==> src/rtl/iqfair_pkg.sv <==
package iqfair_pkg;
  localparam int DEF_SLOTS = 4;
  localparam int DEF_CNT_W = 8;
  localparam int DEF_ISS_W = 2;

  function automatic int rank_bits(input int n);
    return (n > 1) ? $clog2(n) : 1;
  endfunction
endpackage

==> src/rtl/iqfair_slot_counter.sv <==
module iqfair_slot_counter #(
  parameter int CNT_W = iqfair_pkg::DEF_CNT_W,
  parameter int ISS_W = iqfair_pkg::DEF_ISS_W
) (
  input  logic             clk,
  input  logic             rst,
  input  logic [CNT_W-1:0] quantum_i,
  input  logic [ISS_W-1:0] issue_i,
  output logic             empty_o
);
  logic [CNT_W-1:0] cnt_q;
  logic [CNT_W-1:0] reload;
  logic [CNT_W-1:0] issue_ext;

  always_comb begin
    reload    = (quantum_i == '0) ? CNT_W'(1) : quantum_i;
    issue_ext = CNT_W'(issue_i);
    empty_o   = (issue_ext >= cnt_q);
  end

  always_ff @(posedge clk) begin
    if (rst)          cnt_q <= reload;
    else if (empty_o) cnt_q <= reload;
    else              cnt_q <= cnt_q - issue_ext;
  end

  // a live counter never rests at zero
  assert_cnt_nonzero_R3: assert property (@(posedge clk) disable iff (rst)
    cnt_q != '0);

  // with no issue the counter keeps its progress
  assert_idle_keeps_R8: assert property (@(posedge clk) disable iff (rst)
    (issue_i == '0) |=> $stable(cnt_q));
endmodule

==> src/rtl/iqfair_rank_perm.sv <==
module iqfair_rank_perm #(
  parameter int N = iqfair_pkg::DEF_SLOTS,
  localparam int RW = iqfair_pkg::rank_bits(N)
) (
  input  logic          clk,
  input  logic          rst,
  input  logic [N-1:0]  drop_i,
  output logic [N*RW-1:0] rank_o
);
  logic [RW-1:0] rank_q [N];
  logic [RW-1:0] rank_d [N];

  // Stable partition: kept slots keep relative order on top,
  // dropped slots follow in their previous relative order.
  always_comb begin
    int kept;
    kept = N - $countones(drop_i);
    for (int s = 0; s < N; s++) begin
      int below;
      below = 0;
      for (int t = 0; t < N; t++) begin
        if ((drop_i[t] == drop_i[s]) && (rank_q[t] < rank_q[s])) below++;
      end
      rank_d[s] = drop_i[s] ? RW'(kept + below) : RW'(below);
    end
  end

  always_ff @(posedge clk) begin
    for (int s = 0; s < N; s++) begin
      if (rst) rank_q[s] <= RW'(s);
      else     rank_q[s] <= rank_d[s];
    end
  end

  for (genvar s = 0; s < N; s++) begin : g_pack
    assign rank_o[s*RW +: RW] = rank_q[s];
  end

  for (genvar r = 0; r < N; r++) begin : g_perm_chk
    logic [N-1:0] hit;
    always_comb begin
      for (int s = 0; s < N; s++) hit[s] = (rank_q[s] == RW'(r));
    end
    // each rank value is held by exactly one slot
    assert_perm_R2: assert property (@(posedge clk) disable iff (rst)
      $onehot(hit));
  end

  for (genvar s = 0; s < N; s++) begin : g_drop_chk
    // a dropped slot lands among the bottom positions
    assert_bottom_R4: assert property (@(posedge clk) disable iff (rst)
      drop_i[s] |=> (int'(rank_q[s]) >= N - $past($countones(drop_i))));
    // a slot that is kept never loses rank
    assert_kept_rises_R5: assert property (@(posedge clk) disable iff (rst)
      !drop_i[s] |=> (rank_q[s] <= $past(rank_q[s])));
  end

  // no drop, no movement
  assert_hold_R7: assert property (@(posedge clk) disable iff (rst)
    (drop_i == '0) |=> $stable(rank_o));
endmodule

==> src/rtl/iqfair_arbiter.sv <==
module iqfair_arbiter #(
  parameter int NSLOTS = iqfair_pkg::DEF_SLOTS,
  parameter int CNT_W  = iqfair_pkg::DEF_CNT_W,
  parameter int ISS_W  = iqfair_pkg::DEF_ISS_W,
  localparam int RW    = iqfair_pkg::rank_bits(NSLOTS)
) (
  input  logic                    clk,
  input  logic                    rst,
  input  logic [NSLOTS*CNT_W-1:0] quanta_i,
  input  logic [NSLOTS*ISS_W-1:0] issue_i,
  output logic [NSLOTS*RW-1:0]    rank_o
);
  logic [NSLOTS-1:0] drop;

  for (genvar s = 0; s < NSLOTS; s++) begin : g_slot
    iqfair_slot_counter #(.CNT_W(CNT_W), .ISS_W(ISS_W)) u_cnt (
      .clk       (clk),
      .rst       (rst),
      .quantum_i (quanta_i[s*CNT_W +: CNT_W]),
      .issue_i   (issue_i[s*ISS_W +: ISS_W]),
      .empty_o   (drop[s])
    );
  end

  iqfair_rank_perm #(.N(NSLOTS)) u_perm (
    .clk    (clk),
    .rst    (rst),
    .drop_i (drop),
    .rank_o (rank_o)
  );
endmodule

==> config.mk <==
export PLATFORM = sky130hd
export DESIGN_NAME = iqfair_arbiter
export DESIGN_NICKNAME = d
export VERILOG_FILES = /design/src/rtl/iqfair_pkg.sv /design/src/rtl/iqfair_slot_counter.sv /design/src/rtl/iqfair_rank_perm.sv /design/src/rtl/iqfair_arbiter.sv
export SDC_FILE = /design/constraint.sdc
export NUM_CORES = 1
export LEC_CHECK = 0
export ABC_CLOCK_PERIOD_IN_PS = 6050
export BUFFER_PORTS_ARGS = -buffer_cell sky130_fd_sc_hd__buf_2
export CORE_MARGIN = 8
export CORE_UTILIZATION = 30
export DETAILED_ROUTE_END_ITERATION = 12
export SETUP_SLACK_MARGIN = 0.5
export SLEW_MARGIN = 40
export SYNTH_ARGS = -nofsm -noshare
export SYNTH_HDL_FRONTEND = slang
export SYNTH_SLANG_ARGS = --single-unit
==> constraint.sdc <==
create_clock -name clk -period 6.05 [get_ports clk]
set_input_delay 0.3025 -clock clk [delete_from_list [all_inputs] [get_ports clk]]
set_output_delay 0.3025 -clock clk [all_outputs]
set_load 0.01 [all_outputs]
# Word-level counts from Yosys, hierarchy flattened

Memories as Yosys holds them, arrays and structs flattened.
Cells that the tools add are included.

Logic and storage cells: 120
Memories kept: 1
RAM bits: 8
Bits in registers: 32

Memory list:

| name          | words | bits a word | read ports | clocked after Yosys merged registers in | wr ports | RTL line               | RTL |
|---|---|---|---|---|---|---|---|
| u_perm.rank_q | 4     | 2           | 4          | 0                                       | 4        | iqfair_rank_perm.sv:10 | `logic [RW-1:0] rank_q [N];` |

Add/sub/neg operators: 24
Muxes and demuxes: 39
Bitwise logic cells: 4
Reduce and logical (&&, ||, !) cells: 16
Eq/ne operators: 12
$lt $le $gt $ge: 20

Operator list:

| cell                                            | number |
|---|---|
| two-way mux 8 bit                               | 12 |
| two-way mux 2 bit                               | 20 |
| >= comparator 2 x 8 -> 1 bit                    | 4 |
| zero test 8 bit                                 | 4 |
| < comparator 2 bit                              | 16 |
| subtractor 8 x 2 -> 8 bit                       | 4 |
| == test 1 bit                                   | 12 |
| logical AND 1 bit                               | 12 |
| adder 2 bit                                     | 5 |
| adder 2 bit, second input constant              | 5 |
| adder 1 x 1 -> 2 bit, second input constant     | 4 |
| two-way mux 1 bit                               | 7 |
| adder 2 x 1 -> 2 bit, second input constant     | 3 |
| adder 1 x 1 -> 2 bit                            | 2 |
| bitwise OR 1 bit                                | 4 |
| subtractor 1 x 2 -> 2 bit, first input constant | 1 |

# Logic depth before layout (Yosys ltp)

Depth in word-level cells: 13
Gate-level depth with buffers: 17

# Modules after synthesis

A second synthesis with hierarchy kept.

Cell total of the unflattened synthesis: 344
Area total of the unflattened synthesis: 3104.2 um^2

Modules (own cells, without submodules):

| module              | area an instance (um^2) | instances | cells an instance |
|---|---|---|---|
| iqfair_slot_counter | 478.0                   | 4         | 53 |
| iqfair_rank_perm    | 1192.4                  | 1         | 132 |

# Worst setup path before layout

No wires, ideal clock.

Path kind: flip-flop to flip-flop
Start point: register g_slot[3].u_cnt.cnt_q[0]
End point: memory u_perm.rank_q[1][3] (netlist bit)
Clock period less this slack: 3.633 ns
Setup slack: 2.417 ns
Path buffers: 1
Arrival: 3.505 ns
Required time: 5.922 ns
Cell stages (with the launch flop): 16
Cell sequence: dfxtp_1 inv_1 ha_1 fa_1 a21o_1 and3_1 buf_2 inv_1 fa_1 ha_1 xnor2_1 nand3b_1 or4_1 a21o_1 a221oi_1 a31oi_1

RTL lines:

| item                     | RTL line                  | RTL |
|---|---|---|
| start: declaration       | iqfair_slot_counter.sv:11 | `logic [CNT_W-1:0] cnt_q;` |
| start signal: assignment | iqfair_slot_counter.sv:22 | `if (rst) cnt_q <= reload;` |
| start signal: assignment | iqfair_slot_counter.sv:23 | `else if (empty_o) cnt_q <= reload;` |
| start signal: assignment | iqfair_slot_counter.sv:24 | `else cnt_q <= cnt_q - issue_ext;` |
| end: declaration         | iqfair_rank_perm.sv:10    |  |

==> impl_summary.log <==
INFO  metric outcome = complete, no violations
INFO  metric postSynthRegisterBits = 40
INFO  metric worstMarginPinSlew = between 0.7 and 0.8 ns
INFO  metric totalNegativeSetupSlack = 0 ns
INFO  metric final_setup_viols = 0
INFO  metric unrepaired_setup_endpoints_after_global_routing = no
INFO  metric grt_first_pass_wirelength = 11900 um
INFO  metric total_power = around 1.2 mW
INFO  metric std_cell_rows = 36
INFO  metric num_ports = 50
INFO  metric timing.rr.start = g_slot[1].u_cnt.cnt_q[0]
INFO  metric post_synth_num_cell_types = 42
INFO  metric clock_power_share = 16.0%
INFO  metric worst_skew_pair.late_latency = 0.29 ns
INFO  metric ratio_of_cells_with_drive_above_1_in_the_final_layout = between 10% and 20%
INFO  metric tmin_final = 4.06 ns
INFO  metric first_global_vias = 2571
INFO  metric number_of_warnings_reported_in_the_yosys_synthesis_log = 0
INFO  metric cts.repair_timing.setup_buffer_count = 0
INFO  metric tritoncts = built
INFO  metric cells_on_worst_reg2reg_path = 13
INFO  metric hold-path-cell-count = 3
INFO  metric finalMaxSlewViolations = 0
INFO  metric crit_family = adder cells
INFO  metric worst_hold_path_type = primary input to flip-flop
INFO  metric cts.hold.buffers_added = 0
INFO  metric critPathMaxFanout = 7
INFO  metric synthesis.instances = 375
INFO  metric synthDominantAreaCellType = sky130_fd_sc_hd__dfxtp_1
INFO  metric place_area = around 3400 sq um
INFO  metric postRouteWirelength = 6960 um
INFO  metric finalClockSkew = between 0.006 and 0.007 ns
INFO  metric max_cap_violations = 0
INFO  metric vias_per_cell = ~4.8
INFO  metric switching_power = 0.491 mW
INFO  metric async_reset_ff_share = 0%
INFO  metric dieArea = 13500 sq um
INFO  metric holdPathEnd = g_slot[2].u_cnt.cnt_q[1]
INFO  metric share_seq_of_total_power = a little under a third
INFO  metric relSlewSlack = 47.1%
INFO  metric cts-buffers-inserted = 5
INFO  metric grt.total_usage = a little over a tenth
INFO  metric final_hold_violations = 0
INFO  metric clkTransAtPathRegs = approximately 0.080 ns
INFO  metric cp-start-kind = flip-flop
INFO  metric min-delay-start = quanta_i[17]
INFO  metric globalRoute.totalOverflow = 0
INFO  metric clock_tree.buffer_depth = 2
INFO  metric syn_to_final_growth = 15.5%
INFO  metric drt_drc_violations_left = 0
INFO  metric globalplace.congestion = a little under 0.8
INFO  metric rr_endpoint = u_perm.rank_q[1][1]
INFO  metric fin_crit_sh = 67.1%
INFO  metric portion_of_synthesized_cell_area_occupied_by_the_leading_cell_type = 26.6%
INFO  metric clk_sink_count = 40
INFO  metric start_util = 30.8%
INFO  metric criticalPathCategory = flip-flop to flip-flop
INFO  metric syn_nets = 452
INFO  metric antenna_found_initial = 0
INFO  metric critical-path-slowest-cell = sky130_fd_sc_hd__fa_1
INFO  metric htree_num_levels = 2
INFO  metric design.core.area = 9770 sq um
INFO  metric ys_top_cells_by_area = sky130_fd_sc_hd__dfxtp_1, sky130_fd_sc_hd__ha_1, sky130_fd_sc_hd__xnor2_1
INFO  metric fmaxAchievable = 246 MHz
INFO  metric route.detailed.wl_per_inst = roughly 13 um
INFO  metric insertedDiodeCount = 0
INFO  metric comb_power_share = between 50 and 60%
INFO  metric cp-end-kind = flip-flop
INFO  metric crit_arrival = between 4 and 5 ns
INFO  metric setup.reg_to_reg.worst_slack = 1.99 ns
INFO  metric cp.buffers_inverters = 2
INFO  metric synthFlopType = sky130_fd_sc_hd__dfxtp_1
INFO  metric dp_hpwl = 5660 um
INFO  metric powerDensity = 342 nW/um^2
INFO  metric synthTopCellsByCount = sky130_fd_sc_hd__nor2_1, sky130_fd_sc_hd__dfxtp_1, sky130_fd_sc_hd__inv_1
INFO  metric fin_worst_hold_slack = 0.252 ns
INFO  metric clock_root_cell = sky130_fd_sc_hd__clkbuf_8
INFO  metric detailedPlace.worstSlack = ~2 ns
INFO  metric synth_area_per_cell = 8.02 sq um
INFO  metric dieWidth = approximately 120 um
INFO  metric drt_iter0_drc = 98
INFO  metric critical_path.cell_chain = inv_1 > ha_1 > fa_1 > a21oi_1 > nor4_2 > inv_1 > fa_1 > ha_1 > xor2_1 > a311o_1 > o21ai_0 > a2111oi_0 > mux2i_1
INFO  metric p_leak = about 1.5 nW
INFO  metric final_antenna_net_count = 0
INFO  metric post_synth_instance_area = 3010 sq um
INFO  metric dr_total_vias = ~2700
INFO  metric grt_max_degree = 21
INFO  metric irDropWorstVdd = 123 uV
INFO  metric post_cts_resized = 0
INFO  metric final_nets = 497
INFO  metric synth.yosys.seq_area_share = a little over a quarter
INFO  metric worstPathRequired = roughly 6.3 ns
INFO  metric placement.io_buffers = 49
INFO  metric synth_most_common_cell = sky130_fd_sc_hd__nor2_1
INFO  metric final_design_area_no_fill = about 3500 sq um
INFO  metric length_of_the_first_detailed_routing_pass_in_iterations = 4
INFO  metric power_internal = between 0.6 and 0.7 mW
INFO  metric cp_slowest_stage_delay = 0.66 ns
INFO  metric finalWorstSetupSlack = 1.99 ns
INFO  metric sw_frac_of_total = 41.3%
INFO  metric synth_edf_count = 0
INFO  metric floorplan.die.height = between 100 and 150 um
## power by group through the flow
stage          registers (mW)  clock network (mW)  logic [mW]
4_1_cts                 0.364               0.199       0.633
5_1_grt                 0.372               0.212       0.718
3_5_place_dp            0.370                   0       0.629
6_report                0.363               0.190       0.634
3_3_place_gp            0.370                   0       0.617
2_1_floorplan           0.368                   0       0.469
## how the worst max path moves through the flow
stage / depth (start not counted) / slack, ns / end / start
floorplan: 15 / 2.42 / u_perm.rank_q[1][3] / g_slot[3].u_cnt.cnt_q[0]
global placement: 13 / 2.00 / u_perm.rank_q[1][1] / issue_i[2]
detailed placement: 13 / 1.96 / u_perm.rank_q[1][1] / issue_i[2]
CTS: 13 / 1.96 / u_perm.rank_q[1][1] / g_slot[1].u_cnt.cnt_q[0]
global route: 13 / 1.57 / u_perm.rank_q[1][1] / g_slot[1].u_cnt.cnt_q[0]
finish: 13 / 1.99 / u_perm.rank_q[1][1] / g_slot[1].u_cnt.cnt_q[0]
## metal layers
| layer | vias up | track usage (%) | share of wire [%] |
|---|---|---|---|
| met5 | - | 0 | 0 |
| met4 | 0 | 3.28 | 0.96 |
| met3 | 6 | 2.59 | 3.6 |
| met2 | 40 | 17.7 | 47 |
| met1 | 1227 | 13.8 | 49 |
| li1 | 1394 | - | - |
## cell usage in the layout (no fill, tap or decap), drive strengths merged, types with 13 or more instances in the layout
cell type  Yosys  routed
ha            30      30
xnor2         27      27
dfxtp         40      40
nand2         17      17
a21oi         31      31
nor2          44      44
nor4          13      13
buf            3      49
inv           40      40
## registers in the layout, summed over array words and instances, names as in the netlist
name and flops:
g_slot.u_cnt.cnt_q 32, u_perm.rank_q 8
## cells by family (layout without fill, tap and decap cells)
kind of cell / after synthesis / count (layout) / synth area share, %
multiplexers: 4 / 4 / 1.33
AND/OR/NAND/NOR: 130 / 130 / 22.8
AO/OA/AOI/OAI: 78 / 78 / 16.3
flip-flops: 40 / 40 / 26.6
buffers and inverters: 52 / 98 / 6.61
adder cells (fa/ha/maj): 35 / 35 / 15.8
XOR/XNOR: 36 / 36 / 10.5
## final cells by class
cell class | count | area (sq um)
clock buffer | 7 | 86.3
clock inverter | 1 | 7.51
fill | 1076 | 6300
inverter | 41 | 154
multi-input combinational | 283 | 2010
sequential | 40 | 801
tap | 133 | 166
timing repair buffer | 49 | 245
## worst register-to-register path: cells and delay by family (launching register included)
kind,cells,cell delay [ns]
adder cells (fa/ha/maj),4,1.28
AO/OA/AOI/OAI,4,0.86
AND/OR/NAND/NOR,1,0.57
XOR/XNOR,1,0.45
flip-flops,1,0.30
buffers and inverters,2,0.28
multiplexers,1,0.24
## per-stage QoR
step,std cells,utilization [%]
6_report,554,35.5
5_1_grt,554,35.5
4_1_cts,554,35.5
3_5_place_dp,546,34.6
3_3_place_gp,546,34.5
2_1_floorplan,375,-
No activity file was read; power rests on OpenSTA's default activity.
